===== src/rtl/xlate_pkg.sv =====
package xlate_pkg;
  localparam int FAULT_W = 2;
  typedef logic [FAULT_W-1:0] faultCode_t;
  localparam faultCode_t FC_NONE    = 2'd0;
  localparam faultCode_t FC_ILLEGAL = 2'd1;
  localparam faultCode_t FC_BOUND   = 2'd2;

  typedef struct packed {
    logic issue;    // register a translated address this cycle
    logic mapOn;    // apply base relocation
    logic wrBase;   // load base register
    logic wrBound;  // load limit register
  } xlStrobe_t;
endpackage


===== src/rtl/xlate_ctrl.sv =====
module xlate_ctrl
  import xlate_pkg::*;
(
  input  logic       clk,
  input  logic       rstN,
  input  logic       sysMode,
  input  logic       reqValid,
  input  logic       cfgWrite,
  input  logic       cfgSel,
  input  logic       overBound,
  output xlStrobe_t  strobe,
  output logic       faultValid,
  output faultCode_t faultCode
);
  logic       illegalWr;
  logic       boundHit;
  faultCode_t codeNext;

  always_comb begin
    illegalWr      = cfgWrite && !sysMode;
    boundHit       = reqValid && !sysMode && overBound;
    strobe.mapOn   = !sysMode;
    strobe.issue   = reqValid && !illegalWr && !boundHit;
    strobe.wrBase  = cfgWrite && sysMode && !cfgSel;
    strobe.wrBound = cfgWrite && sysMode && cfgSel;
    if (illegalWr)     codeNext = FC_ILLEGAL;
    else if (boundHit) codeNext = FC_BOUND;
    else               codeNext = FC_NONE;
  end

  always_ff @(posedge clk) begin
    if (!rstN) begin
      faultValid <= 1'b0;
      faultCode  <= FC_NONE;
    end else begin
      faultValid <= illegalWr || boundHit;
      faultCode  <= codeNext;
    end
  end
endmodule


===== src/rtl/xlate_dpath.sv =====
module xlate_dpath
  import xlate_pkg::*;
#(
  parameter int ADDR_W   = 32,
  parameter int IO_TOP_W = 4
) (
  input  logic              clk,
  input  logic              rstN,
  input  xlStrobe_t         strobe,
  input  logic [ADDR_W-1:0] reqAddr,
  input  logic [ADDR_W-1:0] cfgData,
  output logic              overBound,
  output logic              outValid,
  output logic [ADDR_W-1:0] physAddr,
  output logic              ioSel
);
  localparam int IO_LSB = ADDR_W - IO_TOP_W;

  logic [ADDR_W-1:0] baseQ, boundQ, physNext;

  always_comb begin
    overBound = reqAddr > boundQ;
    physNext  = strobe.mapOn ? reqAddr + baseQ : reqAddr;
  end

  always_ff @(posedge clk) begin
    if (!rstN) begin
      baseQ  <= '0;
      boundQ <= '0;
    end else begin
      if (strobe.wrBase)  baseQ  <= cfgData;
      if (strobe.wrBound) boundQ <= cfgData;
    end
  end

  always_ff @(posedge clk) begin
    if (!rstN) begin
      outValid <= 1'b0;
      physAddr <= '0;
      ioSel    <= 1'b0;
    end else begin
      outValid <= strobe.issue;
      if (strobe.issue) begin
        physAddr <= physNext;
        ioSel    <= &physNext[ADDR_W-1:IO_LSB];
      end
    end
  end
endmodule


===== src/rtl/xlate_unit.sv =====
module xlate_unit
  import xlate_pkg::*;
#(
  parameter int ADDR_W   = 32,
  parameter int IO_TOP_W = 4
) (
  input  logic              clk,
  input  logic              rstN,
  input  logic              sysMode,
  input  logic              reqValid,
  input  logic [ADDR_W-1:0] reqAddr,
  input  logic              cfgWrite,
  input  logic              cfgSel,
  input  logic [ADDR_W-1:0] cfgData,
  output logic              outValid,
  output logic [ADDR_W-1:0] physAddr,
  output logic              ioSel,
  output logic              faultValid,
  output logic [FAULT_W-1:0] faultCode
);
  xlStrobe_t strobe;
  logic      overBound;

  xlate_ctrl u_ctrl (
    .clk(clk), .rstN(rstN), .sysMode(sysMode), .reqValid(reqValid),
    .cfgWrite(cfgWrite), .cfgSel(cfgSel), .overBound(overBound),
    .strobe(strobe), .faultValid(faultValid), .faultCode(faultCode)
  );

  xlate_dpath #(.ADDR_W(ADDR_W), .IO_TOP_W(IO_TOP_W)) u_dpath (
    .clk(clk), .rstN(rstN), .strobe(strobe), .reqAddr(reqAddr),
    .cfgData(cfgData), .overBound(overBound), .outValid(outValid),
    .physAddr(physAddr), .ioSel(ioSel)
  );
endmodule


===== config.mk =====
export PLATFORM = sky130hd
export DESIGN_NAME = xlate_unit
export DESIGN_NICKNAME = d
export VERILOG_FILES = /design/src/rtl/xlate_pkg.sv /design/src/rtl/xlate_ctrl.sv /design/src/rtl/xlate_dpath.sv /design/src/rtl/xlate_unit.sv
export SDC_FILE = /design/constraint.sdc
export NUM_CORES = 1
export LEC_CHECK = 0
export BUFFER_PORTS_ARGS = -buffer_cell sky130_fd_sc_hd__buf_2
export CAP_MARGIN = 30
export CORE_ASPECT_RATIO = 1.25
export CORE_MARGIN = 4
export CORE_UTILIZATION = 57
export CTS_CLUSTER_DIAMETER = 150
export DETAILED_ROUTE_END_ITERATION = 8
export GPL_TIMING_DRIVEN = 0
export PLACE_DENSITY_LB_ADDON = 0.1
export SLEW_MARGIN = 5
export SYNTH_ARGS = -nofsm -noshare
export SYNTH_HDL_FRONTEND = slang
export SYNTH_SLANG_ARGS = --single-unit

===== constraint.sdc =====
create_clock -name clk -period 8 [get_ports clk]
set_input_delay 0.4 -clock clk [delete_from_list [all_inputs] [get_ports clk]]
set_output_delay 0.4 -clock clk [all_outputs]
set_load 0.05 [all_outputs]

==> run summary <==
Hold Vio Cnt, Final: 0
post-synth net total: 994
clock buffer depth: 2
final setup fails: 0
Synth Area in Compound Gates: 26.0%
Seq pwr share: 41.3%
sum of negative setup slack: 0 ns
Mapped Avg Cell Area: 7.45 um2
Crit path arrival time: 3.42 ns
area growth from synthesis to layout: 15.7%
Initial Util: 58.1%
post-synthesis mux area share: 0.937%
Main synth FF type: dfxtp_1
worst r2r dst: u_dpath.physAddr[16]
H-tree Lvls: 3
vias in the first global route: 6,245
post-cts resize count: 0
Hold Worst Slack: 0.287 ns
Synth Warn #: 0
DR pass1 iterations: 5
WL/cell: 17.9 um
via count: 6,678
I/O Buffers: 105
number of antenna violations at the first check in global routing: 0
WHS Endpoint: u_dpath.boundQ[9]
post-synthesis simple-gate area fraction: 21.3%
biggest area consumer among synthesized cells: dfxtp_1
die width: 103 um
reg-to-reg critical path startpoint: u_dpath.boundQ[27]
Final Wtd Congestion: 0.973
area of the mapped netlist: 6410 um2
fin crit period: 3.20 ns
Avg Vias per Cell: 5.98
Post-CTS Repair Setup Buffers: 0
largest family of logic cells by synthesized area: compound AO/OA/AOI/OAI gates
Clock Skew: 0.00950 ns
layout cells sized above 1: 13.9%
Die Ht: 127 um
global-route met3 utilization: 4.79%
fmax: 0.313 GHz
Post-synth EDFFs: 0
Hold Crit Class: input pin to flop
R2R setup slack: 4.80 ns
top post-synthesis cells by area: dfxtp_1, ha_1, nand2_1, a21oi_1, o21ai_0
Slew headroom: 51.5%
antenna viol nets, final: 0
Worst Hold Path Cells: 3
sw frac: 32.3%
post-synthesis xor/xnor area fraction: 2.32%
period utilization: 39.9%
gr usage total: 30.9%
crit path cell chain: inv_1 -> ha_1 -> nand4_1 -> nor4_1 -> nand2_1 -> o311a_1 -> a21oi_1 -> buf_2 -> buf_1 -> a31oi_1
Synth Register Bits: 101
Power Total: 0.00131 W
Crit path largest cell delay: 0.57 ns
DP HPWL: 15.9 mm
reg2reg path depth: 10
Crit. End Element: flop
switching pwr: 0.000423 W
FFs w/ async S/R, synth: 0%
worst setup path class: flop to flop
# hold bufs at CTS: 0
MaxCap Viol Count: 0
CTS clk-pin slew, worst paths: 0.08 ns
CP Data Required Time: 8.22 ns
adder-cell area share of the yosys netlist: 12.6%
CP Launch Type: flop
row cnt: 43
RSZ-0062 raised after global routing: no
Cell Pwr Density: 177 nW/um2
Core ar.: 11,000 um2
remaining global-route overflow: 0
M2 GR Usage: 54.1%
library cells used by synthesis: 66
TritonCTS Buffers: 9
Nets: 1,110
root buf cell: clkbuf_16
die area: 13,000 um2
Gate power share: 23.2%
post-synthesis cell count: 860
M1 GR Usage: 36.3%
CTS tree: yes
GRT Max-Usage Layer: met2
IO Count: 107
Post-Route WL: 20.0 mm
Max rail drop VDD: 0.111 mV
register area share after synthesis: 31.6%
DRT iter0 DRCs: 429
Skew-Pair Late Insertion Delay: 0.36 ns
Slew @ Worst Pin: 0.728 ns
Internal Dissipation: 0.000886 W
Residual DRC: 0
Pleak: 3.16 nW
largest net degree at the start of global routing: 17
worst-path fanout max: 10
global-route wire length before repair: 31.3 mm
CP max stage cell: nor4_1
Clk network pwr share: 35.4%
share of the synthesized area in the top cell type: 31.6%
status: complete, no violations
Clock Sinks: 101
n_diodes: 0
Hold Crit Start: cfgData[9]
Slew Viols, Final: 0
worst max path at each step:
stage / to / slack [ns] / start
3_5_place_dp: u_dpath.physAddr[18] / 4.68 / reqAddr[27]
4_1_cts: u_dpath.ioSel / 4.86 / u_dpath.baseQ[0]
5_1_grt: u_dpath.physAddr[20] / 4.59 / u_dpath.boundQ[25]
6_report: u_dpath.physAddr[16] / 4.80 / u_dpath.boundQ[27]
2_1_floorplan: u_dpath.ioSel / 5.32 / reqAddr[0]
3_3_place_gp: u_dpath.ioSel / 4.71 / reqAddr[0]
sequential cells by signal (all words and copies together), names as in the netlist:
signal,flops
u_ctrl.faultCode,2
u_dpath.outValid,1
u_dpath.boundQ,32
u_dpath.ioSel,1
u_dpath.physAddr,32
u_dpath.baseQ,32
u_ctrl.faultValid,1
layout by cell type, fill, tap and decap left out, types with 3 or more instances in the layout:
cell	n
o21bai_1	3
nand3_1	11
o21ai_0	42
o211a_1	6
buf_2	110
o211ai_1	13
clkbuf_16	9
o21a_1	4
a211oi_1	17
nor2b_1	6
or3_1	5
ha_1	63
a21oi_1	124
clkbuf_1	35
nor2_1	48
o21ai_1	3
inv_1	43
nand2_1	189
xnor2_1	11
xor2_1	6
dfxtp_1	101
a21o_1	16
and3_1	5
nand4_1	16
mux2i_1	6
a31oi_1	13
nor3_1	16
power by group through the flow:
stage | registers, W | logic, W | clock network, W
3_3_place_gp | 0.000552 | 0.000298 | 0
4_1_cts | 0.000541 | 0.000302 | 0.000466
6_report | 0.000541 | 0.000304 | 0.000464
3_5_place_dp | 0.000553 | 0.000300 | 0
5_1_grt | 0.000544 | 0.000332 | 0.000488
2_1_floorplan | 0.000602 | 0.000156 | 0
final cells by class:
class	count	area [um2]
multi-input cells	672	4050
fillers	1052	3620
flip-flops and latches	101	2020
repair buffers	105	526
clock buffers	11	253
inverters	45	169
well taps	135	169
plain buffers	42	164
clock inverters	5	57.6
worst max-delay path: cells and delay by family, from the launching register on:
kind	cells	cell delay, ns
flops	1	0.33
fa+ha+maj	1	0.30
compound gates	3	0.81
simple gates	3	0.90
buf+inv	3	0.73
synthesized netlist by cell type (3+ instances only):
cell type / n
nand2_1: 189
nor2_1: 48
xor2_1: 6
nand3_1: 11
a21o_1: 16
and3_1: 5
nor2b_1: 6
o21ai_1: 3
a31oi_1: 13
inv_1: 43
nor3_1: 16
o21a_1: 4
o21bai_1: 3
xnor2_1: 11
buf_2: 5
nand4_1: 16
o211ai_1: 13
or3_1: 5
clkbuf_1: 35
mux2i_1: 6
o21ai_0: 42
ha_1: 63
a21oi_1: 124
dfxtp_1: 101
a211oi_1: 17
o211a_1: 6
cell families (layout without fill, tap and decap cells):
group | after synthesis | in the layout
and+or+nand+nor | 314 | 314
DFF | 101 | 101
AOI/OAI and AO/OA | 271 | 271
buffers and inverters | 87 | 208
adders and majority gates | 64 | 64
muxes | 6 | 6
xor gates and xnor gates | 17 | 17
routing by layer:
metal,share of wire (%),up-vias
met4,4.9,0
met5,0,-
met2,50,219
met3,5.4,69
li1,-,3283
met1,39,3107
stage by stage:
step	util [%]	cell area [um2]	worst slack [ns]	cells
2_1_floorplan	-	6410	5.32	860
3_3_place_gp	64.4	7100	4.71	1100
3_5_place_dp	64.4	7100	4.68	1100
4_1_cts	67.2	7410	4.86	1116
5_1_grt	67.2	7410	4.59	1116
6_report	67.2	7410	4.80	1116
Note: power is estimated with default switching activity, not from simulation.
